[config.mk]
export PLATFORM = sky130hd
export DESIGN_NAME = tft_timing_gen
export DESIGN_NICKNAME = d
export VERILOG_FILES = /design/src/rtl/tft_timing_pkg.sv /design/src/rtl/tft_pclk_div.sv /design/src/rtl/tft_scan_axis.sv /design/src/rtl/tft_timing_gen.sv
export SDC_FILE = /design/constraint.sdc
export NUM_CORES = 1
export LEC_CHECK = 0
export ABC_AREA = 1
export CORE_ASPECT_RATIO = 0.5
export CORE_MARGIN = 10
export CORE_UTILIZATION = 40
export CTS_BUF_LIST = sky130_fd_sc_hd__clkbuf_8 sky130_fd_sc_hd__clkbuf_16
export CTS_CLUSTER_SIZE = 10
export DETAILED_ROUTE_END_ITERATION = 16
export PLACE_DENSITY = 0.64
export SYNTH_ARGS = -nofsm -noshare
export SYNTH_HDL_FRONTEND = slang
export SYNTH_HIERARCHICAL = 1
export SYNTH_SLANG_ARGS = --single-unit
[constraint.sdc]
create_clock -name clk -period 7.3 [get_ports clk]
set_clock_uncertainty 0.15 [all_clocks]
set_input_delay 1.46 -clock clk [delete_from_list [all_inputs] [get_ports clk]]
set_output_delay 1.46 -clock clk [all_outputs]
set_load 0.03 [all_outputs]
[src/rtl/tft_timing_pkg.sv]
// Package: shared widths and the per-axis geometry record used by the
// timing generator. Assumes both axes share one active-size width.
package tft_timing_pkg;
    parameter int DIV_W   = 8;   // divider value width
    parameter int ACT_W   = 11;  // active size / position width
    parameter int PORCH_W = 8;   // porch and sync width

    typedef struct packed {
        logic [PORCH_W-1:0] sync_w;
        logic [PORCH_W-1:0] back_p;
        logic [ACT_W-1:0]   act_m1;
        logic [PORCH_W-1:0] front_p;
    } axis_cfg_t;
endpackage

[src/rtl/tft_pclk_div.sv]
// Pixel clock divider: toggles the raw pixel clock every DIV+1 system
// cycles and emits a one-cycle tick as the raw clock falls, once per
// pixel period of 2*(DIV+1) cycles. Held at rest while run is low.
module tft_pclk_div #(
    parameter int DW = 8
) (
    input  logic          clk,
    input  logic          rst_n,
    input  logic          run,
    input  logic [DW-1:0] div,
    output logic          tick,
    output logic          pclk_raw
);
    logic [DW-1:0] cnt;
    logic          at_end;

    assign at_end = (cnt == div);
    assign tick   = run && at_end && pclk_raw;

    // Half-period counter and raw clock phase.
    always_ff @(posedge clk) begin
        if (!rst_n || !run) begin
            cnt      <= '0;
            pclk_raw <= 1'b0;
        end else if (at_end) begin
            cnt      <= '0;
            pclk_raw <= ~pclk_raw;
        end else begin
            cnt <= cnt + 1'b1;
        end
    end
endmodule

[src/rtl/tft_scan_axis.sv]
// One scan axis (line or frame): a position counter running through
// sync, back porch, active and front porch regions in that order.
// Advances on step and reports a wrap on the step that leaves the
// last position. Assumes sync_w >= 1.
module tft_scan_axis #(
    parameter int W  = 11,
    parameter int PW = 8
) (
    input  logic          clk,
    input  logic          rst_n,
    input  logic          clear,
    input  logic          step,
    input  logic [PW-1:0] sync_w,
    input  logic [PW-1:0] back_p,
    input  logic [W-1:0]  act_m1,
    input  logic [PW-1:0] front_p,
    output logic          wrap,
    output logic          in_sync,
    output logic          in_act,
    output logic [W-1:0]  idx
);
    localparam int CW = W + 1;

    logic [CW-1:0] pos, act_lo, act_hi, last;

    // Region boundaries from the geometry.
    always_comb begin
        act_lo = CW'(sync_w) + CW'(back_p);
        act_hi = act_lo + CW'(act_m1);
        last   = act_hi + CW'(front_p);
    end

    assign wrap    = step && (pos == last);
    assign in_sync = (pos < CW'(sync_w));
    assign in_act  = (pos >= act_lo) && (pos <= act_hi);
    assign idx     = in_act ? W'(pos - act_lo) : '0;

    // Position counter.
    always_ff @(posedge clk) begin
        if (!rst_n || clear)
            pos <= '0;
        else if (step)
            pos <= wrap ? '0 : pos + 1'b1;
    end
endmodule

[src/rtl/tft_timing_gen.sv]
// Top: TFT timing generator. Holds a frame-aligned copy of the timing
// inputs, drives the divider and the line and frame axes, and applies
// polarity and the video enable to the outputs. Single clock domain.
module tft_timing_gen
    import tft_timing_pkg::*;
(
    input  logic               clk,
    input  logic               rst_n,
    input  logic               video_en,
    input  logic [DIV_W-1:0]   clk_div,
    input  logic [ACT_W-1:0]   h_act_m1,
    input  logic [PORCH_W-1:0] h_front,
    input  logic [PORCH_W-1:0] h_back,
    input  logic [PORCH_W-1:0] h_sync,
    input  logic [ACT_W-1:0]   v_act_m1,
    input  logic [PORCH_W-1:0] v_front,
    input  logic [PORCH_W-1:0] v_back,
    input  logic [PORCH_W-1:0] v_sync,
    input  logic               pclk_inv,
    input  logic               hsync_inv,
    input  logic               vsync_inv,
    output logic               pclk_o,
    output logic               hsync_o,
    output logic               vsync_o,
    output logic               de_o,
    output logic [ACT_W-1:0]   col_o,
    output logic [ACT_W-1:0]   row_o
);
    axis_cfg_t        h_cfg, v_cfg;
    logic [DIV_W-1:0] div_q;
    logic             tick, pclk_raw;
    logic             h_wrap, h_sync_q, h_act, v_wrap, v_sync_q, v_act;
    logic [ACT_W-1:0] h_idx, v_idx;
    logic             load;

    assign load = !video_en || (h_wrap && v_wrap);

    // Frame-aligned copy of the timing inputs.
    always_ff @(posedge clk) begin
        if (!rst_n) begin
            h_cfg <= '0;
            v_cfg <= '0;
            div_q <= '0;
        end else if (load) begin
            h_cfg <= '{sync_w: h_sync, back_p: h_back, act_m1: h_act_m1, front_p: h_front};
            v_cfg <= '{sync_w: v_sync, back_p: v_back, act_m1: v_act_m1, front_p: v_front};
            div_q <= clk_div;
        end
    end

    tft_pclk_div #(.DW(DIV_W)) u_div (
        .clk(clk), .rst_n(rst_n), .run(video_en), .div(div_q),
        .tick(tick), .pclk_raw(pclk_raw)
    );

    tft_scan_axis #(.W(ACT_W), .PW(PORCH_W)) u_hax (
        .clk(clk), .rst_n(rst_n), .clear(!video_en), .step(tick),
        .sync_w(h_cfg.sync_w), .back_p(h_cfg.back_p),
        .act_m1(h_cfg.act_m1), .front_p(h_cfg.front_p),
        .wrap(h_wrap), .in_sync(h_sync_q), .in_act(h_act), .idx(h_idx)
    );

    tft_scan_axis #(.W(ACT_W), .PW(PORCH_W)) u_vax (
        .clk(clk), .rst_n(rst_n), .clear(!video_en), .step(h_wrap),
        .sync_w(v_cfg.sync_w), .back_p(v_cfg.back_p),
        .act_m1(v_cfg.act_m1), .front_p(v_cfg.front_p),
        .wrap(v_wrap), .in_sync(v_sync_q), .in_act(v_act), .idx(v_idx)
    );

    // Output gating and polarity.
    always_comb begin
        de_o    = video_en && h_act && v_act;
        pclk_o  = (video_en && pclk_raw) ^ pclk_inv;
        hsync_o = (video_en && h_sync_q) ^ hsync_inv;
        vsync_o = (video_en && v_sync_q) ^ vsync_inv;
        col_o   = de_o ? h_idx : '0;
        row_o   = de_o ? v_idx : '0;
    end
endmodule

* Yosys cells after proc, flatten, opt, wreduce, memory -nomap -nowiden
Cells that the tools add are included.
** Word-level totals
- Flip-flop bits (word level) :: 111
- Input bits :: 84
- Logic and storage cells :: 60
** Operators by class
- Muxes and demuxes :: 6
- Add/subtract/negate cells :: 11
- Bitwise logic cells :: 4
- $lt $le $gt $ge :: 6
- Eq/ne operators :: 3
- Reductions and logical operators :: 17
** Operators with widths (number)
- $mux W11 :: 4
- $add A12 B1 Y12 const B :: 2
- $add A12 B11 Y12 :: 2
- $add A12 B8 Y12 :: 2
- $eq A12 B12 Y1 :: 2
- $ge A12 B9 Y1 :: 2
- $le A12 B12 Y1 :: 2
- $lt A12 B8 Y1 :: 2
- $mux W12 :: 2
- $sub A11 B11 Y11 :: 2
- $add A8 B8 Y9 :: 2
- $logic_and A1 B1 Y1 :: 12
- $add A8 B1 Y8 const B :: 1
- $eq A8 B8 Y1 :: 1
- $xor A1 B1 Y1 :: 3
- $logic_not A1 Y1 :: 2
- $logic_or A1 B1 Y1 :: 2
- $reduce_or A2 Y1 :: 1
- $not A1 Y1 :: 1

* Depth between registers and ports, before layout
Gate-level depths: netlist (run 1).
- Word-level depth :: 8
- Mapped depth :: 43
- Depth with buffers taken out :: 41

* Cells and area by module
The synthesis (run 1) kept the hierarchy.
** Modules (own cells, without submodules)
- tft_timing_gen :: area an instance 3807.4 µm², instances 1, sequential area each 1561.5 µm², cells each 568
- tft_scan_axis at u_vax :: area an instance 3179.3 µm², instances 1, sequential area each 240.2 µm², cells each 524
- tft_scan_axis at u_hax :: area an instance 3169.3 µm², instances 1, sequential area each 240.2 µm², cells each 536
- tft_pclk_div :: area an instance 529.3 µm², instances 1, sequential area each 180.2 µm², cells each 82

* Worst setup path after synthesis (run 1)
OpenSTA, ideal clock, no wires.
- Path kind :: register to output
- Start :: register v_cfg[27] (netlist name)
- End :: output port row_o[1]
- Slack :: 1204 ps
- Data required time :: 5690 ps
- Arrival time :: 4486 ps
- Cell stages (with the launch flop) :: 28
- Cells stage by stage :: dfxtp_1 > ha_1 > inv_1 > fa_1 > o21ai_0 > a21oi_1 > nor2_1 > nor2_1 > nor2_1 > inv_1 > nand2_1 > inv_1 > ha_1 > nand2_1 > nand2_1 > o21bai_1 > a21o_1 > xor2_1 > inv_1 > ha_1 > nand4_1 > o41ai_1 > nand2_1 > buf_4 > inv_1 > nand3_1 > buf_2 > nor2_1
** Between the ends
- Longest elaborated chain between the ends :: 6
- Elaborated cells on any way between the ends :: 9
** RTL lines
- start, declared :: line tft_timing_gen.sv:29 : axis_cfg_t h_cfg, v_cfg;
- start signal, assigned :: line tft_timing_gen.sv:46 : v_cfg <= '{sync_w: v_sync, back_p: v_back, act_m1: v_act_m1, front_p: v_front};
- $add A8 B8 Y9 (*) :: line tft_scan_axis.sv:28 : act_lo = CW'(sync_w) + CW'(back_p);
- $add A12 B11 Y12 :: line tft_scan_axis.sv:29 : act_hi = act_lo + CW'(act_m1);
- $le A12 B12 Y1 :: line tft_scan_axis.sv:35 : assign in_act = (pos >= act_lo) && (pos <= act_hi);
- $logic_and A1 B1 Y1 (*) :: line tft_scan_axis.sv:35
- via v_act :: line tft_timing_gen.sv:32 : logic h_wrap, h_sync_q, h_act, v_wrap, v_sync_q, v_act;
- $mux W11 or $logic_and A1 B1 Y1 (tied branches) :: line tft_scan_axis.sv:36, tft_timing_gen.sv:72
- $mux W11 (*) :: line tft_timing_gen.sv:77 : row_o = de_o ? v_idx : '0;
- end, declared :: line tft_timing_gen.sv:27 : output logic [ACT_W-1:0] row_o
The timed path passes the listed nets; every way through them passes the cells marked *.

* Final worst setup path (run 1)
- Start :: register h_cfg[29] (netlist name)
- End :: output port row_o[9]
** Between the ends
- Longest elaborated chain between the ends :: 7
- Elaborated cells on any way between the ends :: 8
** RTL lines
- start, declared :: line tft_timing_gen.sv:29
- start signal, assigned :: line tft_timing_gen.sv:45 : h_cfg <= '{sync_w: h_sync, back_p: h_back, act_m1: h_act_m1, front_p: h_front};
- $add A8 B8 Y9 (*) :: line tft_scan_axis.sv:28
- $add A12 B11 Y12 :: line tft_scan_axis.sv:29
- $le A12 B12 Y1 :: line tft_scan_axis.sv:35
- $logic_and A1 B1 Y1 (*) :: line tft_scan_axis.sv:35
- via h_act :: line tft_timing_gen.sv:32
- $logic_and A1 B1 Y1 (*) (2 in series) :: line tft_timing_gen.sv:72 : de_o = video_en && h_act && v_act;
- $mux W11 (*) :: line tft_timing_gen.sv:77
Marks and branches as above.

==> impl_metrics.prom, run 1 <==
# TYPE chip_impl_metric gauge
chip_impl_metric{name="timing.reg2reg.setup_slack",unit="ps"} 770
chip_impl_metric{name="postLayoutSetupSlackWorst",unit="ps"} 502
chip_impl_metric{name="die_x_extent",unit="microns"} 251
chip_impl_metric{name="synth.cell_area",unit="sq um"} 10700
chip_impl_metric{name="drt-vias-per-instance",unit=""} 4.77
chip_impl_metric{name="syn_to_final_growth",unit="%"} 14.9
chip_impl_info{name="crit_path_end_kind",value="output pin"} 1
chip_impl_metric{name="vias_after_detailed_routing",unit=""} 10300
chip_impl_metric{name="seq_power_share",unit="%"} 32.3
chip_impl_metric{name="clkLatencyLatePin",unit="ps"} 380
chip_impl_metric{name="wl_met3",unit="microns"} 803
chip_impl_metric{name="cts.path.max_buffers",unit=""} 2
chip_impl_info{name="synthTopCellsByCount",value="362 x nand2_1, 333 x inv_1, 197 x nor2_1"} 1
chip_impl_info{name="leading_cell_types_by_total_area_after_synthesis",value="dfxtp_1 21%, ha_1 13%, nand2_1 13%"} 1
chip_impl_metric{name="post-dp-hpwl",unit="microns"} 23000
chip_impl_metric{name="place.gp.congestion",unit=""} 0.881
chip_impl_metric{name="max_freq",unit="MHz"} 147
chip_impl_metric{name="dieArea",unit="sq um"} 34000
chip_impl_metric{name="io_buffer_count",unit=""} 109
chip_impl_metric{name="drt_iter0_markers",unit=""} 706
chip_impl_metric{name="required",unit="ps"} 5690
chip_impl_info{name="synth_most_common_cell",value="nand2_1"} 1
chip_impl_metric{name="post-route-drc-count",unit=""} 0
chip_impl_info{name="cts_tree",value="done"} 1
chip_impl_metric{name="asyncSetResetFlopFracSynth",unit="%"} 0
chip_impl_metric{name="worst-slew-pin-transition",unit="ps"} 850
chip_impl_metric{name="post_synth_num_cell_types",unit=""} 41
chip_impl_metric{name="reg2regPathDepth",unit=""} 34
chip_impl_info{name="worstReg2RegEnd",value="v_cfg[12]"} 1
chip_impl_metric{name="wl_met1",unit="microns"} 14300
chip_impl_metric{name="cp_slowest_stage_delay",unit="ps"} 360
chip_impl_metric{name="fraction_of_layout_instances_using_a_drive_strength_above_1",unit="%"} 6.54
chip_impl_metric{name="synthesis.nets",unit=""} 1917
chip_impl_metric{name="grt_pass1_vias",unit=""} 9461
chip_impl_metric{name="cts_max_level",unit=""} 3
chip_impl_info{name="cts_root_buffer",value="clkbuf_16"} 1
chip_impl_metric{name="worst_slew_margin_rel",unit="%"} 43.4
chip_impl_info{name="worst_hold_startpoint",value="u_div/cnt[0]"} 1
chip_impl_metric{name="finalWirelength",unit="microns"} 28600
chip_impl_metric{name="instances_no_fill",unit=""} 2157
chip_impl_metric{name="hold_violations",unit=""} 0
chip_impl_metric{name="clock_sink_count",unit=""} 111
chip_impl_metric{name="grt_max_degree",unit=""} 90
chip_impl_info{name="worst_setup_path_startpoint",value="h_cfg[29]"} 1
chip_impl_metric{name="antenna_left",unit=""} 0
chip_impl_metric{name="power-per-cell-area",unit="nW/um^2"} 167
chip_impl_info{name="slowest_stage",value="ha_1"} 1
chip_impl_metric{name="routed_wire_length_per_instance",unit="microns"} 13.3
chip_impl_info{name="path_class",value="flop to output pin"} 1
chip_impl_metric{name="wl_met2",unit="microns"} 13200
chip_impl_metric{name="min_delay_path_depth",unit=""} 1
chip_impl_info{name="crit_path_frequent_cell",value="nand3_1"} 1
chip_impl_metric{name="tritoncts_buffers",unit=""} 9
chip_impl_metric{name="final.min_clock_period",unit="ps"} 6800
chip_impl_metric{name="power_report.internal_total",unit="mW"} 1.23
chip_impl_metric{name="wire_length_of_the_first_global_routing_pass",unit="microns"} 47100
chip_impl_info{name="yosys.area.top_type",value="dfxtp_1"} 1
chip_impl_metric{name="pin_count",unit=""} 110
chip_impl_metric{name="synth-seq-cells",unit=""} 111
chip_impl_info{name="dr.max_layer_used",value="met4"} 1
chip_impl_metric{name="p_sw",unit="mW"} 0.819
chip_impl_metric{name="firstDrtPassIters",unit=""} 7
chip_impl_metric{name="synth_top_cell_area_share",unit="%"} 20.8
chip_impl_metric{name="post_synth_inst_count",unit=""} 1710
chip_impl_info{name="run_status",value="finished, final reports clean"} 1
chip_impl_metric{name="setup_viol",unit=""} 0
chip_impl_info{name="endpoint",value="row_o[9]"} 1
chip_impl_metric{name="syn_avg_cell_area",unit="sq um"} 6.25
chip_impl_metric{name="count_of_flip_flops_with_a_built_in_enable_after_synthesis",unit=""} 0
chip_impl_metric{name="grt_remaining_overflow",unit=""} 0
chip_impl_metric{name="floorplan.rows",unit=""} 42
chip_impl_metric{name="arrival",unit="ps"} 5190
chip_impl_metric{name="antenna_cells",unit=""} 0
chip_impl_info{name="critPathLaunchType",value="flop"} 1
chip_impl_metric{name="cts.clk_slew.worst_paths",unit="ps"} 90
chip_impl_info{name="timing.hold.worst.class",value="flop to flop"} 1
chip_impl_metric{name="start_util",unit="%"} 40.5
chip_impl_metric{name="crit_fanout",unit=""} 12
chip_impl_metric{name="period_share",unit="%"} 93.1
chip_impl_metric{name="p_leak",unit="nW"} 6.38
chip_impl_metric{name="grt_antenna_before_repair",unit=""} 0
chip_impl_metric{name="drv_cap",unit=""} 0
chip_impl_metric{name="ys_warn_count",unit=""} 6
chip_impl_metric{name="track_usage",unit="%"} 16.7
chip_impl_metric{name="dieHeight",unit="microns"} 136
chip_impl_metric{name="report.final.slew_viol_count",unit=""} 0
chip_impl_metric{name="pwr-share-clk",unit="%"} 24.9
chip_impl_metric{name="place_worst_setup_slack",unit="ps"} 480
chip_impl_metric{name="yosysSeqAreaShare",unit="%"} 20.8
chip_impl_metric{name="place.detailed.instances",unit=""} 2136
chip_impl_metric{name="finalNetCount",unit=""} 2007
chip_impl_metric{name="design.core.area",unit="sq um"} 26400
chip_impl_metric{name="netSwitchingFraction",unit="%"} 39.9
chip_impl_metric{name="irDropWorstVdd",unit="uV"} 106
chip_impl_metric{name="power_frac_comb",unit="%"} 42.8
chip_impl_info{name="dominantRegCellSynth",value="dfxtp_1"} 1
chip_impl_info{name="reg2reg_from",value="h_cfg[29]"} 1
-- through the flow --
| step | cell area [sq um] | setup TNS [ps] | total power [mW] | hold WS [ps] | util, % |
|---|---|---|---|---|---|
| 2_1_floorplan | 10700 | 0 | 1.33 | 290 | - |
| 3_3_place_gp | 11900 | 0 | 1.54 | 306 | 45.1 |
| 3_5_place_dp | 11900 | 0 | 1.54 | 328 | 45.1 |
| 4_1_cts | 12200 | 0 | 2.06 | 359 | 46.3 |
| 5_1_grt | 12300 | -23.0 | 2.22 | 405 | 46.5 |
| 6_report | 12300 | 0 | 2.05 | 369 | 46.5 |
-- cell usage in the layout (no fill, tap or decap), drive strengths merged, types with 8 or more instances in the layout --
cell             n
a21oi          152
buf             46
clkbuf          10
clkdlybuf4s50   84
dfxtp          111
fa               8
ha             115
inv            344
nand2          383
nand3          162
nand4           29
nor2           207
nor3            23
o21ai           34
xnor2           20
xor2            43
-- final cells by class --
| cell class | count | area (sq um) |
|---|---|---|
| clock buffer | 10 | 239 |
| tap | 352 | 440 |
| timing repair buffer | 130 | 1220 |
| clock inverter | 6 | 60.1 |
| inverter | 340 | 1280 |
| fill | 2798 | 14100 |
| multi-input combinational | 1208 | 6820 |
| sequential | 111 | 2220 |
-- power by group through the flow --
stage               Clock [mW]  Combinational [mW]  Sequential (mW)
global route             0.545                1.01            0.667
CTS                      0.526               0.871            0.664
floorplan                    0               0.665            0.667
detailed placement           0               0.865            0.678
global placement             0               0.860            0.678
finish                   0.510               0.879            0.663
-- worst min-delay path by stage --
| stage | endpoint | slack, ps |
|---|---|---|
| after global placement | u_div/cnt[0] | 310 |
| after CTS | u_div/cnt[0] | 360 |
| after detailed placement | u_div/cnt[0] | 330 |
| after floorplan | u_div/cnt[0] | 290 |
| final | u_div/cnt[0] | 370 |
| after global routing | u_div/cnt[0] | 410 |
-- flip-flops by register name, indices dropped and copies added (netlist names) --
signal,count
h_cfg,35
u_hax/pos,12
v_cfg,35
u_div/cnt,8
u_div/pclk_raw,1
u_vax/pos,12
div_q,8
-- critical path, delay by kind of cell (launching register included) --
family	cells	cell delay, ps
XOR/XNOR	1	220
AO/OA/AOI/OAI	5	760
adder cells (fa/ha/maj)	3	1010
AND/OR/NAND/NOR	13	1670
buffers and inverters	6	800
flip-flops	1	350
-- what timing repair did --
item | CTS | global route
setup buffers | 0 | 5
gates resized for setup | 0 | 12
endpoints found under the setup margin | 0 | 30
hold buffers | 0 | 0
-- cells by family (layout without fill, tap and decap cells) --
family	after synthesis	after routing	synth area share, %
simple gates	812	812	32.6
buf+inv	391	486	15.7
compound gates	210	210	10.6
fa+ha+maj	123	123	15.0
flops	111	111	20.8
xor+xnor	63	63	5.23
-- metal layers --
| metal | vias to the layer above | GRT usage [%] |
|---|---|---|
| met4 | 0 | 3.82 |
| met3 | 25 | 2.62 |
| met2 | 96 | 28.0 |
| met5 | - | 0 |
| li1 | 5554 | - |
| met1 | 4605 | 22.1 |
Note: power is estimated with default switching activity, not from simulation.
==> run 2: changes to the inputs <==
==> constraint.sdc (replaced) <==
create_clock -name clk -period 7.3 [get_ports clk]
set_clock_uncertainty 0.15 [all_clocks]
set_input_delay 1.46 -clock clk [delete_from_list [all_inputs] [get_ports clk]]
set_output_delay 1.46 -clock clk [all_outputs]
set_load 0.01 [all_outputs]
==> impl_metrics.prom, run 2 (synthesis gave the netlist of run 1 again) <==
# TYPE chip_impl_metric gauge
chip_impl_metric{name="antenna_cells",unit=""} 0
chip_impl_metric{name="finalWirelength",unit="microns"} 29200
chip_impl_metric{name="hold_violations",unit=""} 0
chip_impl_info{name="timing.hold.worst.class",value="flop to flop"} 1
chip_impl_metric{name="postLayoutSetupSlackWorst",unit="ps"} 294
chip_impl_metric{name="place_worst_setup_slack",unit="ps"} 372
chip_impl_metric{name="wire_length_of_the_first_global_routing_pass",unit="microns"} 47400
chip_impl_metric{name="firstDrtPassIters",unit=""} 5
chip_impl_info{name="most-common-layout-cells",value="359 x nand2_1, 331 x inv_1, 196 x nor2_1"} 1
chip_impl_metric{name="power_frac_comb",unit="%"} 43.2
chip_impl_metric{name="drt_iter0_markers",unit=""} 651
chip_impl_metric{name="drt-vias-per-instance",unit=""} 4.77
chip_impl_metric{name="vias_after_detailed_routing",unit=""} 10300
chip_impl_metric{name="max_freq",unit="MHz"} 143
chip_impl_metric{name="syn_to_final_growth",unit="%"} 18.0
chip_impl_info{name="path_class",value="flop to output pin"} 1
chip_impl_metric{name="grt_pass1_vias",unit=""} 9448
chip_impl_metric{name="multiInputGateArea",unit="sq um"} 6970
chip_impl_metric{name="post-route-util",unit="%"} 47.8
chip_impl_metric{name="p_sw",unit="mW"} 0.834
chip_impl_info{name="mostFrequentLayoutCell",value="nand2_1"} 1
chip_impl_metric{name="design_power_total",unit="mW"} 2.09
chip_impl_metric{name="pin_count",unit=""} 110
chip_impl_info{name="cts_tree",value="done"} 1
chip_impl_metric{name="cts.clk_slew.worst_paths",unit="ps"} 90
chip_impl_info{name="crit_path_end_kind",value="output pin"} 1
chip_impl_metric{name="nFillCells",unit=""} 2757
chip_impl_metric{name="die_x_extent",unit="microns"} 251
chip_impl_metric{name="place.detailed.instances",unit=""} 2135
chip_impl_metric{name="design.core.area",unit="sq um"} 26400
chip_impl_metric{name="irDropWorstVdd",unit="uV"} 93.1
chip_impl_info{name="reg.largest.list",value="h_cfg x35, v_cfg x35"} 1
chip_impl_metric{name="track_usage",unit="%"} 16.8
chip_impl_metric{name="power-per-cell-area",unit="nW/um^2"} 166
chip_impl_metric{name="place.gp.congestion",unit=""} 0.916
chip_impl_metric{name="dieHeight",unit="microns"} 136
chip_impl_metric{name="period_share",unit="%"} 96.0
chip_impl_metric{name="seq_area",unit="sq um"} 2220
chip_impl_metric{name="grt_max_degree",unit=""} 91
chip_impl_metric{name="post-dp-hpwl",unit="microns"} 23000
chip_impl_metric{name="cts_max_level",unit=""} 3
chip_impl_metric{name="setup_viol",unit=""} 0
chip_impl_metric{name="finalNetCount",unit=""} 2012
chip_impl_metric{name="worst-slew-pin-transition",unit="ps"} 869
chip_impl_metric{name="clock_sink_count",unit=""} 111
chip_impl_metric{name="report.final.slew_viol_count",unit=""} 0
chip_impl_metric{name="pwr-share-clk",unit="%"} 24.9
chip_impl_metric{name="instances_no_fill",unit=""} 2162
chip_impl_metric{name="tritoncts_buffers",unit=""} 9
chip_impl_metric{name="netSwitchingFraction",unit="%"} 39.9
chip_impl_info{name="grt_setup_unrepaired",value="true"} 1
chip_impl_metric{name="seq_power_share",unit="%"} 31.9
chip_impl_metric{name="clkLatencyLatePin",unit="ps"} 380
chip_impl_info{name="cts_root_buffer",value="clkbuf_16"} 1
chip_impl_metric{name="worst_slew_margin_rel",unit="%"} 42.0
chip_impl_info{name="run_status",value="finished, final reports clean"} 1
chip_impl_metric{name="antenna_left",unit=""} 0
chip_impl_metric{name="cts.path.max_buffers",unit=""} 2
chip_impl_metric{name="routed_wire_length_per_instance",unit="microns"} 13.5
chip_impl_metric{name="grt_remaining_overflow",unit=""} 0
chip_impl_metric{name="final.min_clock_period",unit="ps"} 7010
chip_impl_metric{name="drv_cap",unit=""} 0
chip_impl_metric{name="floorplan.rows",unit=""} 42
chip_impl_metric{name="grt_antenna_before_repair",unit=""} 0
chip_impl_metric{name="p_leak",unit="nW"} 6.65
chip_impl_metric{name="arrival",unit="ps"} 5400
chip_impl_metric{name="power_report.internal_total",unit="mW"} 1.25
chip_impl_metric{name="setup_tns",unit="ps"} 0
chip_impl_metric{name="fraction_of_layout_instances_using_a_drive_strength_above_1",unit="%"} 6.69
chip_impl_metric{name="crit_fanout",unit=""} 6
chip_impl_metric{name="start_util",unit="%"} 40.5
chip_impl_info{name="critPathLaunchType",value="flop"} 1
chip_impl_metric{name="required",unit="ps"} 5690
chip_impl_metric{name="dieArea",unit="sq um"} 34000
chip_impl_metric{name="post-route-drc-count",unit=""} 0
chip_impl_metric{name="io_buffer_count",unit=""} 109
-- run 2: cell types whose count changed in the layout (fill, tap and decap cells not counted), sizes merged --
cell,delta
clkbuf,+1
dlymetal6s2s,+14
clkdlybuf4s50,+9
buf,-19
-- run 2: per-stage QoR --
step / hold WS (ps) / cell area (sq um)
after floorplan: 290 / 10700
after global placement: 305 / 12000
after detailed placement: 312 / 12000
after CTS: 345 / 12300
after global routing: 380 / 12600
final: 334 / 12600
-- run 2: per-layer routing --
| metal | vias up | track usage, % | part of all wire [%] |
|---|---|---|---|
| met1 | 4573 | 22.3 | 48 |
| met3 | 23 | 2.36 | 3.8 |
| met2 | 145 | 28.3 | 47 |
| met5 | - | 0 | 0 |
| met4 | 0 | 3.88 | 1.1 |
| li1 | 5574 | - | - |
-- run 2: layout make-up --
type                            instances  share of cell area (%)
Clock buffer                           10                    1.90
Clock inverter                          6                   0.556
Inverter                              340                    10.1
Multi-Input combinational cell       1208                    55.3
Sequential cell                       111                    17.6
Tap cell                              352                    3.49
Timing Repair Buffer                  135                    11.0
-- run 2: power by group through the flow --
stage / Combinational, mW / Sequential (mW) / Clock [mW]
5_1_grt: 1.04 / 0.670 / 0.560
2_1_floorplan: 0.662 / 0.667 / 0
3_5_place_dp: 0.865 / 0.679 / 0
6_report: 0.903 / 0.665 / 0.519
4_1_cts: 0.871 / 0.664 / 0.536
3_3_place_gp: 0.860 / 0.678 / 0
-- run 2: final timing paths --
check | startpoint | slack [ps] | cells after the start | endpoint
max reg2reg | h_cfg[27] | 550 | 36 | h_cfg[19]
min | u_div/cnt[0] | 330 | 1 | u_div/cnt[0]
min reg2reg | u_div/cnt[0] | 330 | 1 | u_div/cnt[0]
max | v_cfg[21] | 290 | 27 | row_o[1]
-- run 2: critical path, cell delays in order, from the launching register on --
cell and delay, ps:
dfxtp_1 350, ha_4 300, nand3_1 70, nand2_1 100, a21oi_1 80, o21bai_1 210, a21oi_1 100, o21bai_1 190
xor2_1 280, inv_1 120, ha_4 320, nand2_1 120, nor3_1 230, nand3_1 130, nand3_1 110, inv_1 50
ha_1 310, nand2_1 80, nor2_1 40, a211oi_1 230, o211ai_1 160, o41ai_2 80, nand2_1 140, inv_2 160
nand3_4 190, clkbuf_16 240, nor2_1 80, clkdlybuf4s50_1 540
-- run 2: repair_timing --
item | CTS | global route
hold buffers | 0 | 0
setup buffers | 0 | 9
gates cloned | 0 | 2
pin swaps | 0 | 6
endpoints found under the setup margin | 12 | 29
gates resized for setup | 2 | 56
